===== config.mk =====
export PLATFORM = sky130hd
export DESIGN_NAME = fault_supervisor
export DESIGN_NICKNAME = d
export VERILOG_FILES = /design/src/rtl/fault_sup_pkg.sv /design/src/rtl/fault_sync.sv /design/src/rtl/fault_qual.sv /design/src/rtl/fault_ctrl.sv /design/src/rtl/fault_supervisor.sv
export SDC_FILE = /design/constraint.sdc
export NUM_CORES = 1
export LEC_CHECK = 0
export CORE_MARGIN = 8
export CORE_UTILIZATION = 40
export CTS_BUF_LIST = sky130_fd_sc_hd__clkbuf_16
export DETAILED_ROUTE_END_ITERATION = 12
export SETUP_SLACK_MARGIN = 0.1
export SLEW_MARGIN = 20
export SYNTH_ARGS = -nofsm -noshare
export SYNTH_HDL_FRONTEND = slang
export SYNTH_SLANG_ARGS = --single-unit

===== constraint.sdc =====
create_clock -name clk -period 2.6 [get_ports clk]
set_input_delay 0.52 -clock clk [delete_from_list [all_inputs] [get_ports clk]]
set_output_delay 0.52 -clock clk [all_outputs]
set_load 0.005 [all_outputs]

===== src/rtl/fault_sup_pkg.sv =====
package fault_sup_pkg;
  typedef enum logic [1:0] {
    ST_RUN   = 2'd0,
    ST_CLAMP = 2'd1,
    ST_SOFT  = 2'd2,
    ST_HARD  = 2'd3
  } sup_state_t;

  localparam int NUM_TIMED = 4;

  function automatic int max_of(input int a, input int b);
    return (a > b) ? a : b;
  endfunction
endpackage


===== src/rtl/fault_sync.sv =====
module fault_sync #(
  parameter int STAGES = 2
) (
  input  logic clk,
  input  logic rst,
  input  logic d,
  output logic q
);
  logic [STAGES-1:0] chain;

  always_ff @(posedge clk) begin
    if (rst) chain <= '0;
    else     chain <= {chain[STAGES-2:0], d};
  end

  assign q = chain[STAGES-1];
endmodule


===== src/rtl/fault_qual.sv =====
module fault_qual #(
  parameter int LIMIT = 120,
  parameter int W     = 8
) (
  input  logic clk,
  input  logic rst,
  input  logic clr,
  input  logic flag,
  input  logic tick,
  output logic qual
);
  localparam logic [W-1:0] LIM_V = W'(LIMIT);
  logic [W-1:0] cnt;

  always_ff @(posedge clk) begin
    if (rst || clr || !flag)           cnt <= '0;
    else if (tick && (cnt != LIM_V))   cnt <= cnt + 1'b1;
  end

  assign qual = (cnt == LIM_V);
endmodule


===== src/rtl/fault_ctrl.sv =====
module fault_ctrl
  import fault_sup_pkg::*;
(
  input  logic       clk,
  input  logic       rst,
  input  logic       en_s,
  input  logic       qual_any,
  input  logic       ov_abs,
  input  logic       below,
  input  logic       ot,
  output logic       running,
  output logic       tri_q,
  output logic       ls_q,
  output logic       pg_q,
  output logic       alert_q
);
  sup_state_t state_q, state_d;
  logic       seen_low_q;

  always_comb begin
    state_d = state_q;
    unique case (state_q)
      ST_RUN:   if (ov_abs) state_d = ST_CLAMP;
                else if (qual_any) state_d = ST_SOFT;
      ST_CLAMP: if (below) state_d = ST_HARD;
      ST_SOFT:  if (seen_low_q && en_s) state_d = ST_RUN;
      ST_HARD:  state_d = ST_HARD;
      default:  state_d = ST_RUN;
    endcase
  end

  always_ff @(posedge clk) begin
    if (rst) begin
      state_q    <= ST_RUN;
      seen_low_q <= 1'b0;
      tri_q      <= 1'b0;
      ls_q       <= 1'b0;
      pg_q       <= 1'b0;
      alert_q    <= 1'b0;
    end else begin
      state_q    <= state_d;
      seen_low_q <= (state_q == ST_SOFT) && (seen_low_q || !en_s);
      tri_q      <= (state_d == ST_SOFT) || (state_d == ST_HARD);
      ls_q       <= (state_d == ST_CLAMP);
      pg_q       <= (state_d == ST_RUN) && en_s;
      alert_q    <= ot;
    end
  end

  assign running = (state_q == ST_RUN);
endmodule


===== src/rtl/fault_supervisor.sv =====
module fault_supervisor
  import fault_sup_pkg::*;
#(
  parameter int OC_US     = 120,
  parameter int SOC_US    = 2,
  parameter int OVREL_US  = 1000,
  parameter int UV_US     = 1000,
  parameter int SYNC_FF   = 2
) (
  input  logic clk,
  input  logic rst,
  input  logic tick_us,
  input  logic enable_in,
  input  logic flag_oc,
  input  logic flag_soc,
  input  logic flag_ov_abs,
  input  logic flag_ov_rel,
  input  logic flag_uv,
  input  logic flag_ot,
  input  logic flag_below,
  output logic pwm_tristate,
  output logic lowside_on,
  output logic pgood,
  output logic therm_alert
);
  localparam int MAX_LIM = max_of(max_of(OC_US, SOC_US), max_of(OVREL_US, UV_US));
  localparam int CNT_W   = $clog2(MAX_LIM + 1);
  localparam int LIMS [NUM_TIMED] = '{OC_US, SOC_US, OVREL_US, UV_US};

  logic                 en_s;
  logic                 running;
  logic [NUM_TIMED-1:0] flags;
  logic [NUM_TIMED-1:0] qual;

  assign flags = {flag_uv, flag_ov_rel, flag_soc, flag_oc};

  fault_sync #(.STAGES(SYNC_FF)) u_en_sync (
    .clk (clk),
    .rst (rst),
    .d   (enable_in),
    .q   (en_s)
  );

  for (genvar g = 0; g < NUM_TIMED; g++) begin : g_qual
    fault_qual #(.LIMIT(LIMS[g]), .W(CNT_W)) u_qual (
      .clk  (clk),
      .rst  (rst),
      .clr  (!running),
      .flag (flags[g]),
      .tick (tick_us),
      .qual (qual[g])
    );
  end

  fault_ctrl u_ctrl (
    .clk      (clk),
    .rst      (rst),
    .en_s     (en_s),
    .qual_any (|qual),
    .ov_abs   (flag_ov_abs),
    .below    (flag_below),
    .ot       (flag_ot),
    .running  (running),
    .tri_q    (pwm_tristate),
    .ls_q     (lowside_on),
    .pg_q     (pgood),
    .alert_q  (therm_alert)
  );
endmodule


Word-level counts from Yosys, hierarchy flattened
Index checks and enable logic that the tools add are counted.
{"block": "totals", "register_bits": 49, "inputBits": 11, "out_inout_bits": 4, "word_cells": 57}
{"block": "op_classes", "n_addsub": 4, "eq_ne": 14, "mux": 5, "reduce_logical": 23}
{"cell": "$add 10x1->10 const B", "count": 4}
{"cell": "$eq 10x10->1 const B", "count": 2}
{"cell": "$ne 10x10->1 const B", "count": 2}
{"cell": "$eq 10x2->1 const B", "count": 1}
{"cell": "$eq 10x7->1 const B", "count": 1}
{"cell": "$ne 10x2->1 const B", "count": 1}
{"cell": "$ne 10x7->1 const B", "count": 1}
{"cell": "$eq 2x2->1 const B", "count": 4}
{"cell": "$mux 2", "count": 4}
{"cell": "$pmux 2 s4", "count": 1}
{"cell": "$logic_and 1x1->1", "count": 7}
{"cell": "$logic_or 1x1->1", "count": 7}
{"cell": "$logic_not 1->1", "count": 6}
{"cell": "$eq 2x1->1 const B", "count": 2}
{"cell": "$logic_not 2->1", "count": 2}
{"cell": "$reduce_or 4->1", "count": 1}

Longest topological paths before layout
Gate-level depths: netlist (run 1).
{"block": "depth", "word_depth": 7, "depth_mapped": 7, "mapped_depth_nobuf": 7}

Modules after synthesis
From an unflattened synthesis (run 1), not the netlist that was laid out.
{"block": "hier_totals", "cells_unflattened": 274, "hier_area_um2": 2474.9}
{"module": "fault_qual at g_qual[2].u_qual ...", "n_inst": 2, "cells_per_inst": 61, "area_per_inst_um2": 539.3, "seq_area_each_um2": 200.2}
{"module": "fault_qual at g_qual[1].u_qual", "n_inst": 1, "cells_per_inst": 61, "area_per_inst_um2": 535.5, "seq_area_each_um2": 200.2}
{"module": "fault_qual at g_qual[0].u_qual", "n_inst": 1, "cells_per_inst": 60, "area_per_inst_um2": 508.0, "seq_area_each_um2": 200.2}
{"module": "fault_ctrl", "n_inst": 1, "cells_per_inst": 25, "area_per_inst_um2": 289.0, "seq_area_each_um2": 140.1}
{"module": "fault_sync", "n_inst": 1, "cells_per_inst": 4, "area_per_inst_um2": 52.6, "seq_area_each_um2": 40.0}
{"module": "fault_supervisor", "n_inst": 1, "cells_per_inst": 2, "area_per_inst_um2": 11.3, "seq_area_each_um2": 0.0}

Worst setup path before layout (run 1)
No wires, ideal clock.
{"block": "synth_timing", "path_kind": "register -> register", "from": "reg g_qual[0].u_qual.cnt[0]", "to": "reg u_ctrl.pg_q", "setup_ps": 116, "t_arrival_ps": 1299, "required_ps": 2484, "setup_slack_ps": 1185, "stages_incl_launch_ff": 8, "path_buffers": 0, "period_less_slack_ps": 1415, "path_cell_list": "dfxtp_1 -> inv_1 -> ha_1 -> nor4b_1 -> nand4_1 -> nand2_1 -> o21ai_0 -> and4_1"}
{"block": "synth_via", "elab_chain_cells": 7}
{"item": "start: declaration", "line_no": "fault_qual.sv:13", "text": "logic [W-1:0] cnt;"}
{"item": "start signal: assignment", "line_no": "fault_qual.sv:17", "text": "else if (tick && (cnt != LIM_V)) cnt <= cnt + 1'b1;"}
{"item": "$eq 10x7->1", "line_no": "fault_qual.sv:20", "text": "assign qual = (cnt == LIM_V);"}
{"item": "$reduce_or 4->1", "line_no": "fault_supervisor.sv:59", "text": ".qual_any (|qual),"}
{"item": "$mux 2", "line_no": "fault_ctrl.sv:24", "text": "else if (qual_any) state_d = ST_SOFT;"}
{"item": "$mux 2", "line_no": "fault_ctrl.sv:23", "text": "ST_RUN: if (ov_abs) state_d = ST_CLAMP;"}
{"item": "$pmux 2 s4", "line_no": "fault_ctrl.sv:22", "text": "unique case (state_q)"}
{"item": "$logic_not 2->1", "line_no": "fault_ctrl.sv:45", "text": "pg_q <= (state_d == ST_RUN) && en_s;"}
{"item": "$logic_and 1x1->1", "line_no": "fault_ctrl.sv:45"}
{"item": "end signal: assignment", "line_no": "fault_ctrl.sv:45"}
{"item": "end: declaration", "line_no": "fault_ctrl.sv:14", "text": "output logic pg_q,"}
Every way passes these cells.
A chain may end at the register's enable or synchronous reset.

Worst setup path in the final report (run 1)
{"block": "layout_timing", "from": "in tick_us", "to": "reg g_qual[2].u_qual.cnt[7]"}
{"block": "layout_via", "elab_chain_cells": 1}
{"item": "start: declaration", "line_no": "fault_supervisor.sv:12", "text": "input logic tick_us,"}
{"item": "$logic_and 1x1->1", "line_no": "fault_qual.sv:17"}
{"item": "end signal: assignment", "line_no": "fault_qual.sv:17"}
{"item": "end: declaration", "line_no": "fault_qual.sv:13"}
Every way passes these cells.

==> results_dict.tcl, run 1 <==
set metrics [dict create \
    status "finished, final reports clean" \
    cp_slowest_cell "clkdlybuf4s50_1" \
    maxCapViolCount 0 \
    syn_inst 237 \
    grt_pass1_wl_mm 6.59 \
    crit_path_end_kind "register" \
    crit_arrival_ns 2.13 \
    start_util_pct 41.4 \
    clk_pin_slew_ns 0.06 \
    slowest_delay_ns 0.45 \
    r2r_setup_slack_ns 0.91 \
    die_h_microns 88.5 \
    worst_slew_pin_slew_ns 0.402 \
    clockRootBuffer "clkbuf_16" \
    max_freq_ghz 0.521 \
    io_buffers 14 \
    synth-seq-cells 48 \
    io_pins 15 \
    cts_tree "done" \
    final_layout_size_suffix_gt1_share_pct 4.63 \
    period_needed_ns 1.92 \
    clock_path_buffers 2 \
    routedWlPerCell_microns 11.3 \
    cp_cell_sequence "clkdlybuf4s50_1 > buf_4 > and3_1 > nand4_1 > or3_1 > a21oi_1" \
    path_class "input port to register" \
    yosys_warnings 0 \
    worstPathRequired_ns 2.81 \
    cts.repair.resized 0 \
    setup_violations 0 \
    grt-ovfl-total 0 \
    grt_max_degree 25 \
    holdWs_ns 0.437 \
    skew_ns 0.00172 \
    relSlewSlack_pct 73.0 \
    finalMaxSlewViolations 0 \
    syn_avg_cell_area_sq_um 8.87 \
    use_met1_pct 12.7 \
    fin_crit_sh_pct 73.8 \
    r2r-end "u_ctrl.pg_q$_SDFF_PP0_" \
    route.detailed.drc 0 \
    via_per_inst 4.77 \
    finalPower_uw 1440 \
    hold_depth 1 \
    fin_nets 277 \
    grt_util_met2_pct 17.0 \
    routed_wl_mm 3.73 \
    syn2layout_area_growth_pct 17.7 \
    tns_ns 0 \
    drt_iter0_markers 46 \
    holdBufCountCts 0 \
    coreArea_sq_um 5070 \
    p_leak_uw 0.000904 \
    irDropWorstVdd_uv 337 \
    r2r-start "g_qual[0].u_qual.cnt[0]$_SDFFE_PP0P_" \
    grtUsageMet3_pct 3.90 \
    top_usage_layer "met2" \
    hold_class "register to register" \
    rsz0062_at_grt "false" \
    rows 26 \
    syn-cell-area_sq_um 2100 \
    dpl.hpwl_mm 2.61 \
    die_w_microns 88.5 \
    diodes 0 \
    seq_area_frac_synth_pct 45.7 \
    post-cts-setup-buffers 0 \
    grt_pass1_vias 1486 \
    whs_endpoint "u_en_sync.chain[1]$_SDFF_PP0_" \
    dr.pass1.iters 4 \
    ant_nets 0 \
    power_density_nw_per_um2 584 \
    htree_levels 2 \
    grt_usage_pct 10.7 \
    rr_worst_depth 7 \
    critPathMaxFanout 24 \
    numCtsBuffers 5 \
    clkSinkCount 48 \
    antenna_found_initial 0 \
    synth.distinct_cells 27 \
    gp_congestion 0.793 \
    worstHoldStart "u_en_sync.chain[0]$_SDFF_PP0_" \
    n_fill_cell 511 \
    worst_setup_path_start_kind "input port" \
    final_common_cell "dfxtp_1" \
    mostFrequentLayoutCells "48 x dfxtp_1, 39 x nor2_1, 27 x nand2_1" \
    syn-num-nets 256 \
    die-area_sq_um 7830 \
    hold_viol_final 0 \
    vias 1570 \
    clk_latency_ns 0.28 \
]
-- layout make-up --
cell class	instances	area [sq um]	share of cell area (%)
repair buffers	16	155	6.27
well taps	70	87.6	3.54
clock buffers	5	125	5.06
clock inverters	3	13.8	0.556
multi-input cells	179	1100	44.5
flip-flops and latches	48	961	38.8
inverters	8	30.0	1.21
-- cells in the mapped netlist --
master / n / area share (%)
dfxtp_1: 48 / 46
nor2_1: 39 / 7.0
nand2_1: 27 / 4.8
xor2_1: 24 / 10
nand4_1: 13 / 3.9
nand3_1: 10 / 2.4
xnor2_1: 10 / 4.2
and3_1: 9 / 2.7
ha_1: 8 / 4.8
inv_1: 8 / 1.4
a21oi_1: 7 / 1.7
nor2b_1: 6 / 1.8
nor3_1: 6 / 1.4
o21ai_0: 4 / 0.95
and2_1: 2 / 0.60
buf_2: 2 / 0.48
nor4b_1: 2 / 0.83
nor4bb_1: 2 / 0.95
or3_1: 2 / 0.60
a21o_1: 1 / 0.36
a311oi_1: 1 / 0.42
and3_4: 1 / 0.54
and4_1: 1 / 0.42
nand4_4: 1 / 1.0
nand4b_1: 1 / 0.42
nor3_2: 1 / 0.48
nor4_1: 1 / 0.30
-- through the flow --
step / util (%) / cells / instance area [sq um] / worst slack (ns)
2_1_floorplan: - / 237 / 2100 / 1.18
3_5_place_dp: 46.0 / 321 / 2330 / 0.409
5_1_grt: 48.7 / 329 / 2470 / 0.580
6_report: 48.7 / 329 / 2470 / 0.682
3_3_place_gp: 46.0 / 321 / 2330 / 0.449
4_1_cts: 48.7 / 329 / 2470 / 0.686
-- metal layers --
| layer | share of wire [%] | vias up |
|---|---|---|
| met5 | 0 | - |
| met4 | 1.2 | 0 |
| met3 | 4.6 | 5 |
| met2 | 43 | 16 |
| met1 | 51 | 709 |
| li1 | - | 840 |
-- registers in the layout, summed over array words and instances, names as in the netlist --
name	count
u_en_sync.chain	2
g_qual.u_qual.cnt	40
u_ctrl.seen_low_q	1
u_ctrl.alert_q	1
u_ctrl.pg_q	1
u_ctrl.state_q	2
u_ctrl.ls_q	1
-- how the worst max path moves through the flow --
stage / start / slack (ns) / cells after the start / to
final: tick_us / 0.68 / 6 / g_qual[2].u_qual.cnt[7]$_SDFFE_PP0P_
after global routing: tick_us / 0.58 / 6 / g_qual[2].u_qual.cnt[7]$_SDFFE_PP0P_
after CTS: tick_us / 0.69 / 6 / g_qual[2].u_qual.cnt[7]$_SDFFE_PP0P_
after detailed placement: tick_us / 0.41 / 6 / g_qual[2].u_qual.cnt[7]$_SDFFE_PP0P_
after global placement: tick_us / 0.45 / 6 / g_qual[2].u_qual.cnt[7]$_SDFFE_PP0P_
after floorplan: g_qual[0].u_qual.cnt[0]$_SDFFE_PP0P_ / 1.18 / 7 / u_ctrl.pg_q$_SDFF_PP0_
-- worst max-delay path, delay by kind of cell --
kind | cells | cell delay (ns)
AND/OR/NAND/NOR | 3 | 0.77
buffers and inverters | 2 | 0.69
AO/OA/AOI/OAI | 1 | 0.14
-- logic make-up after synthesis --
group | count (synthesis) | share of synthesized area, %
AND/OR/NAND/NOR | 124 | 30.1
AO/OA/AOI/OAI | 13 | 3.39
XOR/XNOR | 34 | 14.2
flip-flops | 48 | 45.7
adder cells (fa/ha/maj) | 8 | 4.76
buffers and inverters | 10 | 1.90
-- report_power, final --
part	total (uW)	internal, uW	switching [uW]
logic	77.9	38.5	39.4
registers	756	746	9.97
clock network	610	349	260
total	1440	1130	310
Power figures use the tool's default switching activity.
==> run 2, diff against run 1 <==
==> constraint.sdc (replaced) <==
create_clock -name clk -period 1.75 [get_ports clk]
set_input_delay 0.35 -clock clk [delete_from_list [all_inputs] [get_ports clk]]
set_output_delay 0.35 -clock clk [all_outputs]
set_load 0.005 [all_outputs]
==> run 2 against run 1 <==
Against the previous run: die area did not move; hold slack improved by 0.0014 ns; first-iteration DRC count increased by 85%; non-clock buffer count increased by 14; sequential cell count stayed put; clock skew rose by 0.0046 ns; final cell count is 4.3% higher.
==> results_dict.tcl, run 2 (synthesized netlist as in run 1, its figures left out) <==
set metrics [dict create \
    grt_pass1_wl_mm 7.04 \
    finalMaxSlewViolations 0 \
    antenna_found_initial 0 \
    stdcell_count 343 \
    p_leak_uw 0.000986 \
    io_pins 15 \
    rsz0062_at_grt "true" \
    cts_tree "done" \
    cp_slowest_cell "clkdlybuf4s50_1" \
    largest_register_ffs 40 \
    grt_pass1_vias 1584 \
    clock_path_buffers 2 \
    reg_top3 "g_qual.u_qual.cnt x40, u_ctrl.state_q x2, u_en_sync.chain x2" \
    clkSinkCount 48 \
    vias 1650 \
    rows 26 \
    placed_cells 333 \
    pre_cts_ws_ns -0.150 \
    syn2layout_area_growth_pct 25.2 \
    via_per_inst 4.81 \
    dpl.hpwl_mm 2.87 \
    htree_levels 2 \
    start_util_pct 41.4 \
    final_common_cell "dfxtp_1" \
    io_buffers 14 \
    fin_nets 291 \
    grt-ovfl-total 0 \
    worst_slew_pin_slew_ns 0.415 \
    crit_arrival_ns 1.79 \
    diodes 0 \
    hold_viol_final 0 \
    fin_util_pct 51.9 \
    status "finished, final reports clean" \
    fin_area_sq_um 2630 \
    clockRootBuffer "clkbuf_16" \
    numCtsBuffers 5 \
    max_freq_ghz 0.636 \
    fin_ws_ns 0.177 \
    die_h_microns 88.5 \
    period_needed_ns 1.57 \
    mostFrequentLayoutCells "47 x dfxtp_1, 39 x nor2_1, 27 x nand2_1" \
    critPathMaxFanout 9 \
    clk_pin_slew_ns 0.06 \
    clk_latency_ns 0.29 \
    die-area_sq_um 7830 \
    n_fill_cell 499 \
    irDropWorstVdd_uv 685 \
    route.detailed.drc 0 \
    worst_setup_path_start_kind "input port" \
    skew_ns 0.00632 \
    setup_violations 0 \
    dr.pass1.iters 4 \
    regMostFlops "g_qual.u_qual.cnt" \
    maxCapViolCount 0 \
    relSlewSlack_pct 72.2 \
    power_density_nw_per_um2 897 \
    coreArea_sq_um 5070 \
    path_class "input port to register" \
    routedWlPerCell_microns 12.0 \
    holdBufCountCts 0 \
    drt_iter0_markers 85 \
    fin_crit_sh_pct 89.9 \
    die_w_microns 88.5 \
    routed_wl_mm 4.10 \
    ant_nets 0 \
    cp_cell_sequence "clkdlybuf4s50_1 > buf_6 > and3_4 > nand4_4 > or3_1 > a21oi_1" \
    gp_congestion 0.770 \
    grt_usage_pct 11.5 \
    slowest_delay_ns 0.47 \
    worstPathRequired_ns 1.96 \
    crit_path_end_kind "register" \
    tns_ns 0 \
    dpl_cell_area_sq_um 2420 \
    grt_max_degree 17 \
    final_layout_size_suffix_gt1_share_pct 11.7 \
    hold_class "register to register" \
]
run 2: changes by cell type in the layout (fill, tap and decap cells not counted), sizes merged:
cell	previous run	this run
buf	2	16
inv	8	9
clkinv	3	0
bufinv	0	1
clkinvlp	0	1
run 2: layout make-up:
cell class,count,area [sq um],area share (%)
clock buffer,5,125,4.75
clock inverter,3,46.3,1.76
inverter,8,30.0,1.14
multi-input combinational,179,1120,42.4
sequential,48,962,36.5
tap,70,87.6,3.33
timing repair buffer,30,264,10.0
run 2: final timing paths:
| path | cells past startpoint | endpoint | from | slack, ns |
|---|---|---|---|---|
| setup reg to reg | 7 | u_ctrl.pg_q$_SDFF_PP0_ | g_qual[0].u_qual.cnt[0]$_SDFFE_PP0P_ | 0.20 |
| hold reg to reg | 1 | u_en_sync.chain[1]$_SDFF_PP0_ | u_en_sync.chain[0]$_SDFF_PP0_ | 0.44 |
| hold / removal | 1 | u_en_sync.chain[1]$_SDFF_PP0_ | u_en_sync.chain[0]$_SDFF_PP0_ | 0.44 |
| setup / recovery | 6 | g_qual[3].u_qual.cnt[7]$_SDFFE_PP0P_ | tick_us | 0.18 |
run 2: report_power, final:
group	internal [uW]	switching (uW)	total [uW]
Clock	679	428	1110
Sequential	1110	14.3	1120
Combinational	67.5	63.7	131
Total	1850	506	2360
run 2: stage by stage:
step,hold WS (ns),power (uW)
final,0.439,2360
after global routing,0.467,2440
after CTS,0.443,2380
after detailed placement,0.428,1280
after global placement,0.420,1280
after floorplan,0.414,1210
run 2: worst max-delay path: cells and delay by family:
family          cells  cell delay [ns]
simple gates        3             0.69
buf+inv             2             0.61
compound gates      1             0.14
run 2: what timing repair did:
action,CTS,global route
setup buffers,0,2
gates resized for setup,0,7
endpoints found under the setup margin,0,10
run 2: routing by layer:
| layer | track usage [%] | up-vias | part of all wire, % |
|---|---|---|---|
| met2 | 17.5 | 27 | 44 |
| met1 | 14.5 | 752 | 50 |
| met5 | 0 | - | 0 |
| met4 | 4.15 | 0 | 1.5 |
| met3 | 4.36 | 5 | 4.4 |
| li1 | - | 866 | - |
